## src/rtl/irq_pkg.sv

```systemverilog
package irq_pkg;

  localparam int IRQ_W = 32;
  typedef logic [IRQ_W-1:0] irq_vec_t;

  // positions of bits that have a hardware source
  localparam int POS_ENC_START = 31;
  localparam int POS_ENC_EOS   = 30;
  localparam int POS_ENC_VBI   = 29;
  localparam int POS_VIN_RESET = 28;
  localparam int POS_ENC_DMA   = 27;
  localparam int POS_AUD_MODE  = 24;
  localparam int POS_DEC_REQ   = 22;
  localparam int POS_DEC_DMA   = 20;
  localparam int POS_VBI_INS   = 19;
  localparam int POS_DEC_LLERR = 18;

  function automatic irq_vec_t src_map();
    irq_vec_t v;
    v = '0;
    v[POS_ENC_START] = 1'b1;
    v[POS_ENC_EOS]   = 1'b1;
    v[POS_ENC_VBI]   = 1'b1;
    v[POS_VIN_RESET] = 1'b1;
    v[POS_ENC_DMA]   = 1'b1;
    v[POS_AUD_MODE]  = 1'b1;
    v[POS_DEC_REQ]   = 1'b1;
    v[POS_DEC_DMA]   = 1'b1;
    v[POS_VBI_INS]   = 1'b1;
    v[POS_DEC_LLERR] = 1'b1;
    return v;
  endfunction

  // the enabled part of the status word (mask bit 0 enables)
  function automatic irq_vec_t enabled_bits(irq_vec_t st, irq_vec_t msk);
    return st & ~msk;
  endfunction

  function automatic logic any_bit(irq_vec_t v);
    return |v;
  endfunction

endpackage

```

## src/rtl/irq_bus_decode.sv

```systemverilog
module irq_bus_decode #(
  parameter int ADDR_W = 8,
  parameter logic [ADDR_W-1:0] STAT_OFS = 8'h40,
  parameter logic [ADDR_W-1:0] SET_OFS  = 8'h44,
  parameter logic [ADDR_W-1:0] MASK_OFS = 8'h48
) (
  input  logic [ADDR_W-1:0]     addr,
  input  logic                  wr,
  input  irq_pkg::irq_vec_t     wdata,
  input  irq_pkg::irq_vec_t     status_q,
  input  irq_pkg::irq_vec_t     mask_q,
  output irq_pkg::irq_vec_t     set_vec,
  output irq_pkg::irq_vec_t     clr_vec,
  output logic                  mask_we,
  output irq_pkg::irq_vec_t     rdata
);

  logic hit_stat;
  logic hit_set;
  logic hit_mask;

  assign hit_stat = (addr == STAT_OFS);
  assign hit_set  = (addr == SET_OFS);
  assign hit_mask = (addr == MASK_OFS);

  assign set_vec = (wr && hit_set)  ? wdata : '0;
  assign clr_vec = (wr && hit_stat) ? wdata : '0;
  assign mask_we = wr && hit_mask;

  always_comb begin
    if (hit_stat)      rdata = status_q;
    else if (hit_mask) rdata = mask_q;
    else               rdata = '0;
  end

endmodule

```

## src/rtl/irq_status_bank.sv

```systemverilog
module irq_status_bank (
  input  logic               clk,
  input  logic               rst_n,
  input  irq_pkg::irq_vec_t  hw_vec,
  input  irq_pkg::irq_vec_t  set_vec,
  input  irq_pkg::irq_vec_t  clr_vec,
  output irq_pkg::irq_vec_t  st_q
);
  import irq_pkg::*;

  for (genvar i = 0; i < IRQ_W; i++) begin : g_bit
    always_ff @(posedge clk) begin
      if (!rst_n)                      st_q[i] <= 1'b0;
      else if (hw_vec[i] || set_vec[i]) st_q[i] <= 1'b1;
      else if (clr_vec[i])             st_q[i] <= 1'b0;
    end
  end


  sticky_hold_chk: assert property (@(posedge clk) disable iff (!rst_n)
    rst_n |=> ((st_q & $past(st_q & ~clr_vec)) == $past(st_q & ~clr_vec)));


  hw_wins_chk: assert property (@(posedge clk) disable iff (!rst_n)
    rst_n |=> ((st_q & $past(hw_vec)) == $past(hw_vec)));


  clear_done_chk: assert property (@(posedge clk) disable iff (!rst_n)
    rst_n |=> ((st_q & $past(clr_vec & ~hw_vec & ~set_vec)) == '0));


  set_done_chk: assert property (@(posedge clk) disable iff (!rst_n)
    rst_n |=> ((st_q & $past(set_vec)) == $past(set_vec)));

endmodule

```

## src/rtl/irq_mask_reg.sv

```systemverilog
module irq_mask_reg (
  input  logic               clk,
  input  logic               rst_n,
  input  logic               we,
  input  irq_pkg::irq_vec_t  wdata,
  input  irq_pkg::irq_vec_t  status_q,
  output irq_pkg::irq_vec_t  mask_q,
  output logic               pend_any
);
  import irq_pkg::*;

  always_ff @(posedge clk) begin
    if (!rst_n)  mask_q <= '1;
    else if (we) mask_q <= wdata;
  end

  assign pend_any = any_bit(enabled_bits(status_q, mask_q));


  mask_reset_chk: assert property (@(posedge clk) disable iff (!rst_n)
    $rose(rst_n) |-> (&mask_q));


  mask_load_chk: assert property (@(posedge clk) disable iff (!rst_n)
    (rst_n && we) |=> (mask_q == $past(wdata)));

endmodule

```

## src/rtl/irq_line_reg.sv

```systemverilog
module irq_line_reg (
  input  logic clk,
  input  logic rst_n,
  input  logic pend_any,
  output logic irq_q
);

  always_ff @(posedge clk) begin
    if (!rst_n) irq_q <= 1'b0;
    else        irq_q <= pend_any;
  end

endmodule

```

## src/rtl/irq_status_ctrl.sv

```systemverilog
module irq_status_ctrl #(
  parameter int ADDR_W = 8,
  parameter logic [ADDR_W-1:0] STAT_OFS = 8'h40,
  parameter logic [ADDR_W-1:0] SET_OFS  = 8'h44,
  parameter logic [ADDR_W-1:0] MASK_OFS = 8'h48,
  parameter logic [31:0] SRC_BITS = irq_pkg::src_map()
) (
  input  logic              clk,
  input  logic              rst_n,
  input  logic [ADDR_W-1:0] bus_addr,
  input  logic              bus_wr,
  input  logic [31:0]       bus_wdata,
  output logic [31:0]       bus_rdata,
  input  logic [31:0]       evt_i,
  output logic              irq_o
);
  import irq_pkg::*;

  irq_vec_t hw_vec;
  irq_vec_t set_vec;
  irq_vec_t clr_vec;
  irq_vec_t status_q;
  irq_vec_t mask_q;
  logic     mask_we;
  logic     pend_any;

  // only sourced positions accept hardware events
  assign hw_vec = evt_i & SRC_BITS;

  irq_bus_decode #(
    .ADDR_W(ADDR_W), .STAT_OFS(STAT_OFS), .SET_OFS(SET_OFS), .MASK_OFS(MASK_OFS)
  ) u_dec (
    .addr(bus_addr), .wr(bus_wr), .wdata(bus_wdata),
    .status_q(status_q), .mask_q(mask_q),
    .set_vec(set_vec), .clr_vec(clr_vec), .mask_we(mask_we), .rdata(bus_rdata)
  );

  irq_status_bank u_bank (
    .clk(clk), .rst_n(rst_n), .hw_vec(hw_vec), .set_vec(set_vec),
    .clr_vec(clr_vec), .st_q(status_q)
  );

  irq_mask_reg u_mask (
    .clk(clk), .rst_n(rst_n), .we(mask_we), .wdata(bus_wdata),
    .status_q(status_q), .mask_q(mask_q), .pend_any(pend_any)
  );

  irq_line_reg u_line (
    .clk(clk), .rst_n(rst_n), .pend_any(pend_any), .irq_q(irq_o)
  );


  unsourced_quiet_chk: assert property (@(posedge clk) disable iff (!rst_n)
    rst_n |=> (((status_q & ~$past(status_q)) & ~SRC_BITS & ~$past(set_vec)) == '0));


  irq_follow_chk: assert property (@(posedge clk) disable iff (!rst_n)
    rst_n |=> (irq_o == ($past(status_q & ~mask_q) != '0)));


  all_masked_chk: assert property (@(posedge clk) disable iff (!rst_n)
    (rst_n && (&mask_q)) |=> !irq_o);

endmodule

```

## config.mk

```make
export PLATFORM = sky130hd
export DESIGN_NAME = irq_status_ctrl
export DESIGN_NICKNAME = d
export VERILOG_FILES = /design/src/rtl/irq_pkg.sv /design/src/rtl/irq_bus_decode.sv /design/src/rtl/irq_status_bank.sv /design/src/rtl/irq_mask_reg.sv /design/src/rtl/irq_line_reg.sv /design/src/rtl/irq_status_ctrl.sv
export SDC_FILE = /design/constraint.sdc
export NUM_CORES = 1
export LEC_CHECK = 0
export ABC_AREA = 1
export BUFFER_PORTS_ARGS = -buffer_cell sky130_fd_sc_hd__buf_4
export CAP_MARGIN = 20
export CELL_PAD_IN_SITES_DETAIL_PLACEMENT = 1
export CELL_PAD_IN_SITES_GLOBAL_PLACEMENT = 1
export CORE_MARGIN = 5
export CORE_UTILIZATION = 35
export CTS_CLUSTER_SIZE = 10
export DETAILED_ROUTE_END_ITERATION = 6
export GPL_TIMING_DRIVEN = 0
export PLACE_DENSITY_LB_ADDON = 0.1
export SKIP_LAST_GASP = 1
export SYNTH_ARGS = -nofsm -noshare
export SYNTH_HDL_FRONTEND = slang
export SYNTH_SLANG_ARGS = --single-unit
```

## constraint.sdc

```tcl
create_clock -name clk -period 1.2 [get_ports clk]
set_input_delay 0.18 -clock clk [delete_from_list [all_inputs] [get_ports clk]]
set_output_delay 0.18 -clock clk [all_outputs]
set_load 0.02 [all_outputs]
```

; Word level (Yosys, flattened, before mapping)
; Index checks and enable logic that the tools add are counted.
[op_classes]
n_shift = 0
reduce_logical = 46
addsub = 0
n_bitwise = 2
mul = 0
muxes = 68
n_div = 0
eq_ne = 3
magnitude_cmp = 0
[op_table]
columns = operator, count
row1 = $mux 32, 4
row2 = $mux 1, 64
row3 = $reduce_bool 2->1, 32
row4 = $and 32x32->32, 1
row5 = $not 32->32, 1
row6 = $reduce_or 32->1, 1
row7 = $eq 8x7->1 const B, 3
row8 = $logic_or 1x1->1, 10
row9 = $logic_and 1x1->1, 3
[word_totals]
ram_bits = 0
ff_bits = 65
romBits = 0
inputBits = 75
out_inout_bits = 33
latch_bits = 0
word_cells = 153
memories = 0

; Longest topological paths before layout
[logic_depth]
ltp_word = 5
depth_mapped = 8
depth_no_buf = 7

; Hierarchy
; A second synthesis with hierarchy kept.
[unflattened]
hier_cells = 597
hier_area_um2 = 3885.0
[modules_own_cells]
columns = mod, seq_area_each_um2, cells_per_inst, instances, area_per_inst_um2
row1 = irq_mask_reg, 640.6, 202, 1, 1522.7
row2 = irq_status_bank, 640.6, 164, 1, 1311.3
row3 = irq_bus_decode, 0.0, 227, 1, 1019.7
row4 = irq_line_reg, 20.0, 3, 1, 27.5
row5 = irq_status_ctrl, 0.0, 1, 1, 3.8

; Worst setup path before layout
; OpenSTA, ideal clock, no wires.
[synth_path]
kind = input -> output
startpoint = in bus_addr[6]
endpoint = out bus_rdata[10]
t_required_ns = 1.020
stages = 7
slack_ns = -0.263
arrival_time_ns = 1.283
n_path_buf = 1
path_cell_list = inv_1 > nor2_4 > nand2_1 > nor2_2 > inv_2 > buf_2 > o21ai_0
[synth_via]
elab_chain_cells = 3
elab_cells_between_ends = 4
classes_between = eq/ne (2) / mux (2)
[synth_lines]
columns = element, line_no
row1 = start: declaration, irq_status_ctrl.sv:10  ; input logic [ADDR_W-1:0] bus_addr,
row2 = $eq 8x7->1, irq_bus_decode.sv:24  ; assign hit_mask = (addr == MASK_OFS);
row3 = $mux 32, irq_bus_decode.sv:32  ; else if (hit_mask) rdata = mask_q;
row4 = $mux 32 (*), irq_bus_decode.sv:31  ; if (hit_stat) rdata = status_q;
row5 = end: declaration, irq_status_ctrl.sv:13  ; output logic [31:0] bus_rdata,
; Mark *: on every way between the ends. The rest lies on a longest branch, timed or not.

; Worst setup path after layout
[layout_path]
startpoint = in bus_addr[4]
endpoint = out bus_rdata[11]
; The elaborated chain is that of the path after synthesis.

==> qor.csv <==
stage;metric;value;unit
outcome;status;finished, violations left;
outcome;violations;negative setup slack;
global_routing;use_met1;27.7;%
floorplan;core.rowCount;34;
layout;finalNonFillerCells;685;
floorplan;initial_core_util;36.2;%
power_and_ir_drop;power.leakage;2.13;nW
logic_synthesis;seq_area_frac_synth;40.8;%
logic_synthesis;synth_cell_type_count;20;
detailed_routing;first_iter_violations;91;
power_and_ir_drop;pwr-share-clk;42.5;%
worst_setup_path;worstSetupStartpointType;input port;
worst_setup_path;worst_ep_arrival_time;1.38;ns
sta;setup_viol;32;
detailed_routing;dr.pass1.iters;4;
detailed_routing;drtAntennaViolNets;0;
detailed_routing;vias;3529;
sta;setup_tns;-10.16;ns
detailed_routing;drc;0;
sta;layout_setup_ws;-0.362;ns
detailed_routing;wl;12200;um
clock_tree;cts_max_path_buffers;2;
clock_tree;htree_levels;3;
floorplan;core_area;8810;um2
sta;final.period_utilization;130;%
worst_setup_path;cp-end-kind;output pin;
global_routing;grt_usage;22.4;%
placement;portBuffers;85;
clock_tree;cts_tree;done;
detailed_routing;routedWlPerCell;17.9;um
sta;timing.final.crit_period;1.56;ns
global_routing;overflow;0;
logic_synthesis;synth_nets;538;
sta;worst_pin_slew;0.717;ns
clock_tree;root_buffer;clkbuf_8;
placement;place_inst;656;
sta;slew_viol_final;0;
global_routing;grt_max_degree;11;
sta;clock_skew;0.0105;ns
floorplan;die_height;105;um
power_and_ir_drop;ir_drop;0.506;mV
layout;diodes;0;
placement;gp_congestion;0.771;
worst_setup_path;crit_fanout;10;
global_routing;grt_first_pass_wirelength;19800;um
layout;layout-drive-gt1-share;35.0;%
global_routing;use_met3;4.22;%
clock_tree;cts_sinks;65;
power_and_ir_drop;power_frac_seq;48.8;%
power_and_ir_drop;sw_frac_of_total;24.1;%
layout;area_growth_syn_to_layout;46.7;%
floorplan;fp.dieArea;11100;um2
clock_tree;worstSkewPairLatency;0.35;ns
logic_synthesis;syn_area;3190;um2
logic_synthesis;synthCells;463;
power_and_ir_drop;p_int;0.00343;W
clock_tree;numCtsBuffers;9;
logic_synthesis;ys_warn_count;0;
placement;dp_hpwl;8510;um
worst_setup_path;critPathRequiredTime;1.02;ns
global_routing;antenna_found_initial;0;
power_and_ir_drop;p_switching;0.00109;W
sta;max_slew_margin;52.2;%
worst_hold_path;hp-class;input port to flop;
global_routing;grt_busiest_layer;met2;
floorplan;fp.dieW;105;um
job;max_cap_viol_count;0;
sta;fmaxAchievable;640;MHz
global_routing;use_met2;39.4;%
logic_synthesis;synth_seq_cells;65;
global_routing;grt_pass1_vias;3831;
power_and_ir_drop;p_comb_share;8.8;%
clock_tree;holdBufCountCts;0;
sta;grt_setup_unrepaired;yes;
floorplan;ios;108;
logic_synthesis;synth_area_per_cell;6.89;um2
sta;hold_viol_final;0;
detailed_routing;viasPerCell;5.15;
clock_tree;clk_pin_slew;0.08;ns
power_and_ir_drop;power_density;965;nW/um2
layout;fin_nets;648;
worst_setup_path;worstSetupPathType;input port to output pin;
-- cell families after synthesis --
| kind of cell | share of synthesized area (%) |
|---|---|
| AO/OA/AOI/OAI | 22.1 |
| buffers and inverters | 9.45 |
| flip-flops | 40.8 |
| AND/OR/NAND/NOR | 27.7 |
-- timing repair --
action                                 in CTS  in global routing
buffers inserted                            8                  4
gates cloned                                1                  1
resized for setup                          39                 20
setup endpoints to repair                  32                 45
endpoints found under the hold margin       0                  0
pin swaps                                   7                 10
-- worst max-delay path: stages --
cell and delay, ns:
buf_6 0.10, nor2_4 0.15, nand2_4 0.07, buf_4 0.14, nor2_4 0.18, inv_4 0.09
buf_12 0.17, o21ai_4 0.14, buf_4 0.15
-- flip-flops by register name, summed over array words and instances, names as in the netlist --
signal	count
u_line.irq_q	1
u_mask.mask_q	32
u_bank.st_q	32
-- power by group through the flow --
stage	Clock (W)	Combinational, W	Sequential [W]
4_1_cts	0.00195	0.000386	0.00220
5_1_grt	0.00204	0.000430	0.00221
6_report	0.00192	0.000397	0.00220
3_5_place_dp	0	0.000362	0.00225
2_1_floorplan	0	0.000129	0.00225
3_3_place_gp	0	0.000352	0.00225
-- cells in the mapped netlist --
cell	n	area (um2)
nand3_1	11	55.1
clkbuf_1	4	15.0
buf_4	3	22.5
a21oi_1	61	305
nor2_2	1	6.26
a21oi_2	8	70.1
inv_1	37	139
o21ai_2	8	70.1
inv_2	1	3.75
nor2_4	7	78.8
nor2_1	10	37.5
nand2_1	176	661
nand3_2	1	10.0
buf_8	1	15.0
buf_2	10	50.1
o21ai_0	49	245
dfxtp_1	65	1300
nand3_4	2	35.0
o21ai_1	3	15.0
buf_6	5	56.3
-- path summary, 6_finish.rpt --
kind	from	endpoint	slack, ns	cells after the start
worst max-delay path	bus_addr[4]	bus_rdata[11]	-0.36	9
worst min-delay path	bus_wdata[11]	u_mask.mask_q[11]	0.05	3
worst max register to register	u_mask.mask_q[14]	u_line.irq_q	0.02	7
worst min register to register	u_bank.st_q[23]	u_bank.st_q[23]	0.47	2
-- stage by stage --
step | hold slack (ns) | power [W] | cell area, um2 | util (%) | worst slack [ns]
2_1_floorplan | 0.264 | 0.00238 | 3400 | - | -0.0976
3_3_place_gp | 0.401 | 0.00260 | 4170 | 47.4 | -0.574
3_5_place_dp | 0.406 | 0.00261 | 4170 | 47.4 | -0.597
4_1_cts | 0.0401 | 0.00454 | 4590 | 52.1 | -0.342
5_1_grt | 0.0500 | 0.00467 | 4680 | 53.2 | -0.405
6_report | 0.0486 | 0.00452 | 4680 | 53.2 | -0.362
-- final cells by class --
cell class	count	area (um2)
Tap cell	108	135
Inverter	38	149
Sequential cell	65	1300
Multi-Input combinational cell	337	1840
Fill cell	1138	4120
Timing Repair Buffer	99	843
Clock inverter	3	40.0
Clock buffer	12	155
Buffer	23	220
-- layout by cell type, fill, tap and decap left out, drive strengths merged --
cell type    n
o21ai       60
inv         37
nand2      176
clkinv       2
buf        117
a21oi       69
nand3       14
bufbuf       1
clkbuf      16
clkinvlp     1
bufinv       1
nor2        18
dfxtp       65
-- layer usage --
metal	wire length [um]	vias to the layer above
met5	0	-
met4	176	0
met3	575	16
met2	6160	87
met1	5320	1723
li1	-	1703
No activity file was read; power rests on OpenSTA's default activity.
